## config.mk

```make
export PLATFORM = sky130hd
export DESIGN_NAME = hwloop_ctrl
export DESIGN_NICKNAME = d
export VERILOG_FILES = /design/src/rtl/hwloop_pkg.sv /design/src/rtl/hwloop_count.sv /design/src/rtl/hwloop_stack.sv /design/src/rtl/hwloop_ctrl.sv
export SDC_FILE = /design/constraint.sdc
export NUM_CORES = 1
export LEC_CHECK = 0
export CAP_MARGIN = 20
export CORE_ASPECT_RATIO = 1.5
export CORE_MARGIN = 10
export CORE_UTILIZATION = 50
export CTS_CLUSTER_DIAMETER = 30
export DETAILED_ROUTE_END_ITERATION = 6
export GPL_TIMING_DRIVEN = 0
export PLACE_DENSITY = 0.72
export SYNTH_ARGS = -nofsm -noshare
export SYNTH_HDL_FRONTEND = slang
export SYNTH_SLANG_ARGS = --single-unit
```

## constraint.sdc

```tcl
create_clock -name clk -period 4.1 [get_ports clk]
set_input_delay 0.82 -clock clk [delete_from_list [all_inputs] [get_ports clk]]
set_output_delay 0.82 -clock clk [all_outputs]
set_load 0.005 [all_outputs]
```

## src/rtl/hwloop_pkg.sv

```systemverilog
package hwloop_pkg;

    typedef enum logic [2:0] {
        OPC_NONE    = 3'd0,
        OPC_DO_ABS  = 3'd1,
        OPC_DO_REL  = 3'd2,
        OPC_FOR_ABS = 3'd3,
        OPC_FOR_REL = 3'd4,
        OPC_BRK     = 3'd5,
        OPC_ENDDO   = 3'd6
    } opc_e;

    typedef enum logic [1:0] {
        ST_IDLE    = 2'd0,
        ST_ENTER   = 2'd1,
        ST_EXIT_SR = 2'd2,
        ST_EXIT_LA = 2'd3
    } state_e;

endpackage

```

## src/rtl/hwloop_count.sv

```systemverilog
module hwloop_count #(
    parameter int PC_W = 24,
    parameter int LA_W = 16,
    parameter int LC_W = 16,
    parameter int SP_W = 5
) (
    input  logic            relative,
    input  logic [PC_W-1:0] op_pc,
    input  logic [PC_W-1:0] op_word2,
    input  logic [PC_W-1:0] cnt_operand,
    input  logic            cnt_from_sp,
    input  logic [SP_W-1:0] sp,
    output logic [PC_W-1:0] new_la,
    output logic [LC_W-1:0] new_lc,
    output logic [PC_W-1:0] ret_pc
);
    localparam logic [PC_W-1:0] LA_MASK = PC_W'((64'd1 << LA_W) - 64'd1);

    always_comb begin
        new_la = relative ? (op_pc + op_word2) : (op_word2 & LA_MASK);
        new_lc = cnt_from_sp ? (LC_W'(sp) + LC_W'(1)) : cnt_operand[LC_W-1:0];
        ret_pc = op_pc + PC_W'(2);
    end
endmodule

```

## src/rtl/hwloop_stack.sv

```systemverilog
module hwloop_stack #(
    parameter int W     = 24,
    parameter int DEPTH = 16,
    parameter int SP_W  = $clog2(DEPTH + 1)
) (
    input  logic            clk,
    input  logic            rst_n,
    input  logic            push,
    input  logic            pop,
    input  logic [W-1:0]    push_w0,
    input  logic [W-1:0]    push_w1,
    output logic [W-1:0]    top_w0,
    output logic [W-1:0]    top_w1,
    output logic [SP_W-1:0] sp,
    output logic            ovf,
    output logic            udf
);
    localparam int IDX_W = (DEPTH > 1) ? $clog2(DEPTH) : 1;
    localparam logic [SP_W-1:0] FULL = SP_W'(DEPTH);

    logic [W-1:0] mem0 [DEPTH];
    logic [W-1:0] mem1 [DEPTH];
    logic         full, empty;
    logic [IDX_W-1:0] tidx;

    assign full  = (sp == FULL);
    assign empty = (sp == '0);
    assign tidx  = IDX_W'(sp - SP_W'(1));

    for (genvar i = 0; i < DEPTH; i++) begin : g_slot
        always_ff @(posedge clk) begin
            if (push && !full && sp == SP_W'(i)) begin
                mem0[i] <= push_w0;
                mem1[i] <= push_w1;
            end
        end
    end

    always_ff @(posedge clk or negedge rst_n) begin
        if (!rst_n) begin
            sp  <= '0;
            ovf <= 1'b0;
            udf <= 1'b0;
        end else if (push) begin
            if (full) ovf <= 1'b1;
            else      sp  <= sp + SP_W'(1);
        end else if (pop) begin
            if (empty) udf <= 1'b1;
            else       sp  <= sp - SP_W'(1);
        end
    end

    always_comb begin
        top_w0 = empty ? '0 : mem0[tidx];
        top_w1 = empty ? '0 : mem1[tidx];
    end

    AST_ONE_STACK_OP: assert property (@(posedge clk) disable iff (!rst_n)
        !(push && pop));
    AST_NO_OVERFLOW: assert property (@(posedge clk) disable iff (!rst_n)
        (push && full) |=> (ovf && $stable(sp)));
    AST_UNDERFLOW_FLAG: assert property (@(posedge clk) disable iff (!rst_n)
        (pop && !push && empty) |=> (udf && sp == '0));
endmodule

```

## src/rtl/hwloop_ctrl.sv

```systemverilog
module hwloop_ctrl
    import hwloop_pkg::*;
#(
    parameter int PC_W   = 24,
    parameter int LA_W   = 16,
    parameter int LC_W   = 16,
    parameter int DEPTH  = 16,
    parameter int LF_BIT = 15,
    parameter int FV_BIT = 14
) (
    input  logic            clk,
    input  logic            rst_n,
    input  logic            op_valid,
    input  logic [2:0]      op_class,
    input  logic [23:0]     op_pc,
    input  logic [23:0]     op_word2,
    input  logic [23:0]     cnt_operand,
    input  logic            cnt_from_sp,
    input  logic            cond_true,
    input  logic            exec_valid,
    input  logic [23:0]     exec_pc,
    input  logic [23:0]     sr_in,
    output logic            busy,
    output logic [2:0]      op_cycles,
    output logic            redirect_valid,
    output logic [23:0]     redirect_pc,
    output logic [23:0]     la,
    output logic [15:0]     lc,
    output logic            lf,
    output logic            fv,
    output logic [23:0]     sr_out,
    output logic [4:0]      stk_sp,
    output logic            stk_overflow,
    output logic            stk_underflow
);
    localparam int SP_W = $clog2(DEPTH + 1);

    state_e          state_q, state_d;
    opc_e            opc;
    logic [PC_W-1:0] la_q, pend_la_q, pend_ret_q, redir_tgt_q, redir_pc_q;
    logic [LC_W-1:0] lc_q, pend_lc_q, lc_dec;
    logic            lf_q, fv_q, pend_for_q, redir_pend_q, redir_v_q;

    logic            op_take, is_start, is_rel, is_for, body_end, annul;
    logic [PC_W-1:0] new_la, ret_pc, st_w0, st_w1, top_w0, top_w1, sr_word;
    logic [LC_W-1:0] new_lc;
    logic            st_push, st_pop;
    logic [SP_W-1:0] sp;

    assign opc      = opc_e'(op_class);
    assign op_take  = (state_q == ST_IDLE) && op_valid && (opc != OPC_NONE);
    assign is_start = (opc == OPC_DO_ABS) || (opc == OPC_DO_REL) ||
                      (opc == OPC_FOR_ABS) || (opc == OPC_FOR_REL);
    assign is_rel   = (opc == OPC_DO_REL) || (opc == OPC_FOR_REL);
    assign is_for   = (opc == OPC_FOR_ABS) || (opc == OPC_FOR_REL);
    assign body_end = (state_q == ST_IDLE) && !op_take && exec_valid &&
                      lf_q && (exec_pc == la_q);
    assign lc_dec   = lc_q - LC_W'(1);
    assign annul    = !pend_for_q && (pend_lc_q == '0);

    hwloop_count #(.PC_W(PC_W), .LA_W(LA_W), .LC_W(LC_W), .SP_W(SP_W)) u_count (
        .relative    (is_rel),
        .op_pc       (op_pc),
        .op_word2    (op_word2),
        .cnt_operand (cnt_operand),
        .cnt_from_sp (cnt_from_sp),
        .sp          (sp),
        .new_la      (new_la),
        .new_lc      (new_lc),
        .ret_pc      (ret_pc)
    );

    hwloop_stack #(.W(PC_W), .DEPTH(DEPTH), .SP_W(SP_W)) u_stack (
        .clk     (clk),
        .rst_n   (rst_n),
        .push    (st_push),
        .pop     (st_pop),
        .push_w0 (st_w0),
        .push_w1 (st_w1),
        .top_w0  (top_w0),
        .top_w1  (top_w1),
        .sp      (sp),
        .ovf     (stk_overflow),
        .udf     (stk_underflow)
    );

    always_comb begin
        sr_word         = sr_in;
        sr_word[LF_BIT] = lf_q;
        sr_word[FV_BIT] = fv_q;
    end

    // next-state logic
    always_comb begin
        state_d = state_q;
        unique case (state_q)
            ST_IDLE: begin
                if (op_take) begin
                    if (is_start)                                  state_d = ST_ENTER;
                    else if (opc == OPC_ENDDO)                     state_d = ST_EXIT_SR;
                    else if (opc == OPC_BRK && cond_true)          state_d = ST_EXIT_SR;
                end else if (body_end && !fv_q && lc_dec == '0) begin
                    state_d = ST_EXIT_SR;
                end
            end
            ST_ENTER:   state_d = annul ? ST_EXIT_SR : ST_IDLE;
            ST_EXIT_SR: state_d = ST_EXIT_LA;
            ST_EXIT_LA: state_d = ST_IDLE;
            default:    state_d = ST_IDLE;
        endcase
    end

    // stack control and cost outputs
    always_comb begin
        st_push = 1'b0;
        st_pop  = 1'b0;
        st_w0   = '0;
        st_w1   = '0;
        unique case (state_q)
            ST_IDLE: if (op_take && is_start) begin
                st_push = 1'b1;
                st_w0   = la_q;
                st_w1   = PC_W'(lc_q);
            end
            ST_ENTER: begin
                st_push = 1'b1;
                st_w0   = pend_ret_q;
                st_w1   = sr_word;
            end
            ST_EXIT_SR, ST_EXIT_LA: st_pop = 1'b1;
            default: ;
        endcase

        op_cycles = 3'd0;
        if (op_valid) begin
            unique case (opc)
                OPC_DO_ABS, OPC_DO_REL, OPC_FOR_REL, OPC_BRK: op_cycles = 3'd5;
                OPC_FOR_ABS:                                  op_cycles = 3'd4;
                OPC_ENDDO:                                    op_cycles = 3'd1;
                default:                                      op_cycles = 3'd0;
            endcase
        end
    end

    // state register and loop registers
    always_ff @(posedge clk or negedge rst_n) begin
        if (!rst_n) begin
            state_q      <= ST_IDLE;
            la_q         <= '0;
            lc_q         <= '0;
            lf_q         <= 1'b0;
            fv_q         <= 1'b0;
            pend_la_q    <= '0;
            pend_lc_q    <= '0;
            pend_ret_q   <= '0;
            pend_for_q   <= 1'b0;
            redir_pend_q <= 1'b0;
            redir_tgt_q  <= '0;
            redir_v_q    <= 1'b0;
            redir_pc_q   <= '0;
        end else begin
            state_q   <= state_d;
            redir_v_q <= 1'b0;
            unique case (state_q)
                ST_IDLE: begin
                    if (op_take) begin
                        if (is_start) begin
                            pend_la_q    <= new_la;
                            pend_lc_q    <= new_lc;
                            pend_ret_q   <= ret_pc;
                            pend_for_q   <= is_for;
                            redir_pend_q <= 1'b0;
                        end else if (opc == OPC_BRK) begin
                            redir_pend_q <= 1'b1;
                            redir_tgt_q  <= la_q + PC_W'(1);
                        end else begin
                            redir_pend_q <= 1'b0;
                        end
                    end else if (body_end) begin
                        if (fv_q) begin
                            redir_v_q  <= 1'b1;
                            redir_pc_q <= top_w0;
                        end else begin
                            lc_q <= lc_dec;
                            if (lc_dec != '0) begin
                                redir_v_q  <= 1'b1;
                                redir_pc_q <= top_w0;
                            end else begin
                                redir_pend_q <= 1'b0;
                            end
                        end
                    end
                end
                ST_ENTER: begin
                    la_q <= pend_la_q;
                    if (!pend_for_q) lc_q <= pend_lc_q;
                    lf_q <= 1'b1;
                    fv_q <= pend_for_q;
                    if (annul) begin
                        redir_pend_q <= 1'b1;
                        redir_tgt_q  <= pend_la_q + PC_W'(1);
                    end
                end
                ST_EXIT_SR: begin
                    lf_q <= top_w1[LF_BIT];
                    fv_q <= top_w1[FV_BIT];
                end
                ST_EXIT_LA: begin
                    la_q <= top_w0;
                    lc_q <= top_w1[LC_W-1:0];
                    if (redir_pend_q) begin
                        redir_v_q  <= 1'b1;
                        redir_pc_q <= redir_tgt_q;
                    end
                end
                default: ;
            endcase
        end
    end

    assign busy           = (state_q != ST_IDLE);
    assign redirect_valid = redir_v_q;
    assign redirect_pc    = redir_pc_q;
    assign la             = la_q;
    assign lc             = lc_q;
    assign lf             = lf_q;
    assign fv             = fv_q;
    assign sr_out         = sr_word;
    assign stk_sp         = sp;

    AST_ENTER_SETS_LF: assert property (@(posedge clk) disable iff (!rst_n)
        (state_q == ST_ENTER) |=> lf_q);
    AST_FOREVER_KEEPS_LC: assert property (@(posedge clk) disable iff (!rst_n)
        (body_end && fv_q) |=> ($stable(lc_q) && redir_v_q));
    AST_CONTINUE_REDIRECT: assert property (@(posedge clk) disable iff (!rst_n)
        (body_end && !fv_q && lc_q != LC_W'(1)) |=> redir_v_q);
    AST_EXIT_RETURNS_IDLE: assert property (@(posedge clk) disable iff (!rst_n)
        (state_q == ST_EXIT_LA) |=> (state_q == ST_IDLE));
    AST_NO_REDIRECT_BUSY: assert property (@(posedge clk) disable iff (!rst_n)
        (state_q != ST_IDLE) |-> !redir_v_q);
endmodule

```

# ---- After elaboration in Yosys (flattened, before gate mapping)
# Memory sizes are Yosys's and may differ from the RTL's.
# Index checks and enable logic that the tools add are counted.
dict set report totals {
  reg_bits 166
  mem_count 2
  out_inout_bits 102
  input_bits 129
  elab_cells 340
  ramBits 768
}
# memory depth width read_ports rd_ports_with_merged_regs wr line_no
set mem_list {}
lappend mem_list {u_stack.mem0 16 24 1 0 1 hwloop_stack.sv:21} ;# logic [W-1:0] mem0 [DEPTH];
lappend mem_list {u_stack.mem1 16 24 1 0 1 hwloop_stack.sv:22} ;# logic [W-1:0] mem1 [DEPTH];
dict set report classes {
  n_reduce_logical 91
  n_bitwise 1
  add_sub_neg 8
  mux 179
  eq_ne 43
}
# cell n
set ops {}
lappend ops {{$mux W24} 42}
lappend ops {{$reduce_or A24 Y1} 30}
lappend ops {{$pmux W24 S2} 5}
lappend ops {{$mux W4} 30}
lappend ops {{$mux W16} 7}
lappend ops {{$mux W1} 76}
lappend ops {{$add A24 B1 Y24 const B} 2}
lappend ops {{$pmux W16 S3} 1}
lappend ops {{$eq A5 B4 Y1 const B} 8}
lappend ops {{$logic_not A16 Y1} 2}
lappend ops {{$logic_and A1 B1 Y1} 28}
lappend ops {{$add A24 B2 Y24 const B} 1}
lappend ops {{$add A24 B24 Y24} 1}
lappend ops {{$eq A24 B24 Y1} 1}
lappend ops {{$eq A5 B3 Y1 const B} 4}
lappend ops {{$mux W5} 4}
lappend ops {{$reduce_and A5 Y1} 4}
lappend ops {{$ne A2 B2 Y1 const B} 9}
lappend ops {{$reduce_bool A16 Y1} 1}
lappend ops {{$sub A16 B1 Y16 const B} 1}
lappend ops {{$mux W2} 6}
lappend ops {{$reduce_bool A2 Y1} 6}
lappend ops {{$eq A5 B2 Y1 const B} 2}
lappend ops {{$pmux W1 S2} 5}
lappend ops {{other kinds (27)} 46}

# ---- Longest topological paths before layout
dict set report depth {
  depth_word 27
  mapped_depth 14
  depth_no_buf 10
}

# ---- By module
# From an unflattened synthesis, not the netlist that was laid out.
dict set report hier_totals {
  cells_unflattened 2770
  hier_area_um2 41767.6
}
# mod seq_area_each_um2 cells_each n_inst area_per_inst_um2
set modules_own_cells {}
lappend modules_own_cells {hwloop_stack 23237.3 1355 1 29876.2}
lappend modules_own_cells {hwloop_ctrl 3978.8 1103 1 9688.0}
lappend modules_own_cells {hwloop_count 0.0 312 1 2203.4}

# ---- Worst setup path before layout
# Ideal clock, no wire load.
dict set report synth_timing {
  kind {register to register}
  from {reg u_stack.sp[0]}
  to {reg lc_q[8], in the netlist lc[8]}
  setup_slack_ps 215
  t_arrival_ps 3760
  setup_ps 125
  n_path_buf 6
  synth_period_minus_slack_ps 3885
  path_stages_with_launch 14
  t_required_ps 3975
  cell_sequence {dfrtp_1 buf_2 buf_2 buf_2 inv_1 ha_1 clkbuf_1 buf_1 buf_1 mux4_2 mux2_2 o21ai_0 o221ai_1 mux2_2}
}
dict set report synth_between {
  elab_chain_len 4
  word_cells_on_any_way 5
  cone_classes {add/sub: 1; mux: 2; reduce/logical: 1; memory: 1}
}
# element line_no
set synth_lines {}
lappend synth_lines {{from (decl)} hwloop_stack.sv:14} ;# output logic [SP_W-1:0] sp,
lappend synth_lines {{from (signal assigned)} hwloop_stack.sv:46} ;# else sp <= sp + SP_W'(1);
lappend synth_lines {{from (signal assigned)} hwloop_stack.sv:49} ;# else sp <= sp - SP_W'(1);
lappend synth_lines {{$sub A5 B1 Y5} hwloop_stack.sv:28} ;# assign tidx = IDX_W'(sp - SP_W'(1));
lappend synth_lines {{$mem_v2 Z16 W24} --}
lappend synth_lines {{$mux W16 (*)} hwloop_stack.sv:55} ;# top_w1 = empty ? '0 : mem1[tidx];
lappend synth_lines {{$pmux W16 S3 (*)} hwloop_ctrl.sv:164} ;# unique case (state_q)
lappend synth_lines {{to (signal assigned)} hwloop_ctrl.sv:184} ;# lc_q <= lc_dec;
lappend synth_lines {{to (signal assigned)} hwloop_ctrl.sv:196} ;# if (!pend_for_q) lc_q <= pend_lc_q;
lappend synth_lines {{to (signal assigned)} hwloop_ctrl.sv:210} ;# lc_q <= top_w1[LC_W-1:0];
lappend synth_lines {{to (decl)} hwloop_ctrl.sv:41} ;# logic [LC_W-1:0] lc_q, pend_lc_q, lc_dec;
# Mark *: on every way between the ends. The rest lies on a longest branch, timed or not.
# A chain may end at the register's enable or synchronous reset.

# ---- Worst setup path after layout
dict set report layout_timing {
  from {reg u_stack.sp[0]}
  to {reg redir_pc_q[10], in the netlist redirect_pc[10]}
}
dict set report layout_between {
  elab_chain_len 8
  word_cells_on_any_way 9
  cone_classes {add/sub: 1; mux: 6; reduce/logical: 1; memory: 1}
}
# element line_no
set layout_lines {}
lappend layout_lines {{$sub A5 B1 Y5} hwloop_stack.sv:28}
lappend layout_lines {{$mem_v2 Z16 W24} --}
lappend layout_lines {{$mux W24 (*)} hwloop_stack.sv:54} ;# top_w0 = empty ? '0 : mem0[tidx];
lappend layout_lines {{$mux W24} hwloop_ctrl.sv:185} ;# if (lc_dec != '0) begin
lappend layout_lines {{$mux W24 (*)} hwloop_ctrl.sv:180} ;# if (fv_q) begin
lappend layout_lines {{$mux W24 (*)} hwloop_ctrl.sv:179} ;# end else if (body_end) begin
lappend layout_lines {{$mux W24 (*)} hwloop_ctrl.sv:166} ;# if (op_take) begin
lappend layout_lines {{$pmux W24 S2 (*)} hwloop_ctrl.sv:164}
lappend layout_lines {{to (signal assigned)} hwloop_ctrl.sv:182} ;# redir_pc_q <= top_w0;
lappend layout_lines {{to (signal assigned)} hwloop_ctrl.sv:187} ;# redir_pc_q <= top_w0;
lappend layout_lines {{to (signal assigned)} hwloop_ctrl.sv:213} ;# redir_pc_q <= redir_tgt_q;
lappend layout_lines {{to (decl)} hwloop_ctrl.sv:40} ;# logic [PC_W-1:0] la_q, pend_la_q, pend_ret_q, redir_tgt_q, redir_pc_q;
# Mark *: on every way between the ends. The rest lies on a longest branch, timed or not. The select of a mux whose other input is x is not followed.

==> out/metrics.yaml <==
routing:
  initialDrtViolationCount: 2137
  via_per_inst: 6.183
  wl_per_cell_um: 28.62
  antenna_left: 0
  drt-total-wl_mm: 102.9
  drc: 0
  vias: 22230
  drtPass1Iterations: 5
placement:
  port_buffers: 207
  dp_hpwl_mm: 72.35
  gp_congestion: 0.9290
power_and_ir_drop:
  clockPowerShare_pct: 26.7
  pwr-share-seq_pct: 32.9
  leakage_uw: 0.01538
  switching_share_pct: 37.45
  power_density_nw_per_um2: 823.8
  p_int_uw: 22040
  p_comb_share_pct: 40.5
  p_total_uw: 35240
  irDropWorstVdd_v: 0.0005759
  switching_power_uw: 13200
die:
  placementRows: 119
  die-height_um: 345.8
  start_util_pct: 50.46
  core_area_um2: 70130
  num_io_pins: 231
  die-area_um2: 82030
  dieWidth_um: 237.2
grt:
  grt.total_usage_pct: 24.88
  grt_overflow_total: 0
  antenna_found_initial: 0
  grt_pass1_wl_mm: 152.7
  grt_pass1_vias: 23380
  grt_max_degree: 87
synthesis:
  synth_edf_count: 640
  syn-num-nets: 2430
  syn_area_um2: 35380
  yosys_register_bits: 806
  syn_area_per_cell_um2: 15.64
  synth_cell_types: 74
  ys_seq_area_share_pct: 66.05
  yosysWarnings: 0
  synthArstFlopShare_pct: 20.60
  syn_inst: 2263
  synth_ff_type: "edfxtp_1"
critical_path:
  r2r_cells: 13
  path_class: "flop to flop"
  slowest_stage: "dfrtp_2"
  critPathArrivalTime_ns: 4.59
  critical_path.cell_chain: "buf_6 > buf_6 > buf_4 > inv_1 > ha_1 > xnor2_4 > clkbuf_4 > buf_4 > mux2i_2 > a21oi_1 > nand2_1 > o21ai_0 > mux2_4"
  rr_endpoint: "redirect_pc[10]"
  worstPathRequired_ns: 4.65
  path_max_fanout: 10
  timing.critical_path.from: "u_stack.sp[0]"
  path_buf_inv: 6
  rrSetupSlack_ns: 0.06
  reg2reg_from: "u_stack.sp[0]"
  cp-start-kind: "flop"
  endpoint_kind: "flop"
  critPathMaxStageDelay_ns: 0.50
  path_delay_family: "buffers and inverters"
timing:
  hold_viol: 0
  rsz0062_at_grt: "false"
  fmax_mhz: 247.8
  relSlewSlack_pct: 24.84
  setup_viol: 0
  skew_ns: 0.02457
  slew_viol_final: 0
  worst_pin_slew_ns: 1.117
  finalCriticalPeriod_ns: 4.035
  finalCritPeriodShare_pct: 98.42
cells_and_area:
  area_growth_pct: 20.89
  final_cell_mix: "640 x edfxtp_1, 206 x clkdlybuf4s50_1, 195 x nand2_1"
  nets: 2764
  diodes: 0
  multi_input_area_um2: 11250
  fill_cells: 5082
  drive_above_1_share_pct: 19.87
  final_common_cell: "edfxtp_1"
  fin_util_pct: 61.00
  area.sequential_um2: 23370
cts:
  clk_pin_slew_ns: 0.06
  cts_root_buf: "clkbuf_16"
  numCtsBuffers: 108
  hold_buffers: 0
  htreeDepth: 3
  insertion_delay_ns: 0.68
  cts_tree: "yes"
  cts.sink_count: 806
  cts_buffer_depth: 3
job:
  maxCapViolCount: 0
outcome:
  status: "complete, no violations"
worst_hold_path:
  hold_path.class: "primary input to asynchronous set/reset pin"
[kinds of logic (layout without fill, tap and decap cells)]
group,after synthesis,count (layout),share of synthesized area (%)
adder cells (fa/ha/maj),38,38,1.365
flip-flops,806,806,66.05
AO/OA/AOI/OAI,375,375,6.970
buffers and inverters,179,604,2.390
multiplexers,285,285,14.11
XOR/XNOR,102,102,2.525
other,1,1,0.01060
AND/OR/NAND/NOR,477,477,6.581
[layer usage]
layer | wire, µm | track usage [%] | vias up
met5 | 0 | 0 | -
met4 | 4435 | 11.28 | 0
met3 | 8055 | 4.227 | 232
met2 | 52830 | 42.71 | 1172
met1 | 37550 | 30.19 | 11340
li1 | - | - | 9481
[area by class of cell]
type / count / share of cell area [%]
Multi-Input combinational cell: 1278 / 26.31
Tap cell: 907 / 2.653
Buffer: 155 / 1.992
Inverter: 21 / 0.1843
Clock inverter: 83 / 2.056
Sequential cell: 806 / 54.64
Clock buffer: 118 / 6.479
Timing Repair Buffer: 227 / 5.686
[power by group through the flow]
stage,Sequential [µW],Combinational [µW],Clock [µW]
final,11600,14300,9400
after global routing,11700,15200,9850
after CTS,11600,14200,9480
after detailed placement,11700,13900,0
after global placement,11700,13600,0
after floorplan,11300,8690,0
[worst register-to-register path: cells and delay by family (launching register included)]
family / cells / cell delay (ns)
buffers and inverters: 6 / 1.47
multiplexers: 2 / 0.75
flip-flops: 1 / 0.50
AO/OA/AOI/OAI: 2 / 0.37
adder cells (fa/ha/maj): 1 / 0.33
XOR/XNOR: 1 / 0.32
AND/OR/NAND/NOR: 1 / 0.17
[through the flow]
step                std cells  hold WS, ns  setup slack [ns]  area [µm²]  setup TNS, ns
floorplan                2263       0.4444            0.2153       35380              0
global placement         3377       0.4640            -4.752       38590       -1616.00
detailed placement       3395       0.4715            -1.984       38970        -295.74
CTS                      3593       0.1687          0.002533       42740              0
global route             3595       0.2010           0.01247       42780              0
finish                   3595       0.1492           0.06491       42780              0
[how the worst max path moves through the flow]
stage | slack (ns) | cells past startpoint | end
4_1_cts | 0.003 | 13 | redirect_pc[12]
5_1_grt | 0.01 | 13 | redirect_pc[10]
3_3_place_gp | -4.75 | 1 | lc[5]
6_report | 0.06 | 13 | redirect_pc[10]
2_1_floorplan | 0.22 | 13 | lc[8]
3_5_place_dp | -1.98 | 14 | redirect_pc[11]
[synthesized netlist by cell type, drive strengths merged, types with 37 or more instances]
master | n | share of area [%]
nand3 | 40 | 0.57
nand2 | 197 | 2.1
ha | 37 | 1.3
edfxtp | 640 | 54
mux2i | 76 | 2.1
o21ai | 127 | 1.8
xnor2 | 48 | 1.2
clkbuf | 79 | 0.84
buf | 79 | 1.3
mux4 | 160 | 10
dfrtp | 166 | 12
xor2 | 54 | 1.3
mux2 | 49 | 1.8
nor2b | 50 | 0.88
a211oi | 60 | 1.3
a21oi | 69 | 0.98
a22o | 37 | 0.92
nor2 | 69 | 0.74
[state kept, by name (all words and copies together) (netlist names), 2 cells and up]
name	flops
u_stack.mem1	256
redirect_pc	24
la	24
u_stack.mem0	384
lc	16
pend_ret_q	24
redir_tgt_q	24
u_stack.sp	5
pend_la_q	24
pend_lc_q	16
state_q	2
[what timing repair did]
item / CTS / global route
pin swaps: 0 / 2
buffers inserted: 0 / 2
endpoints found under the setup margin: 718 / 28
gates resized for setup: 55 / 17
Power figures use the tool's default switching activity.
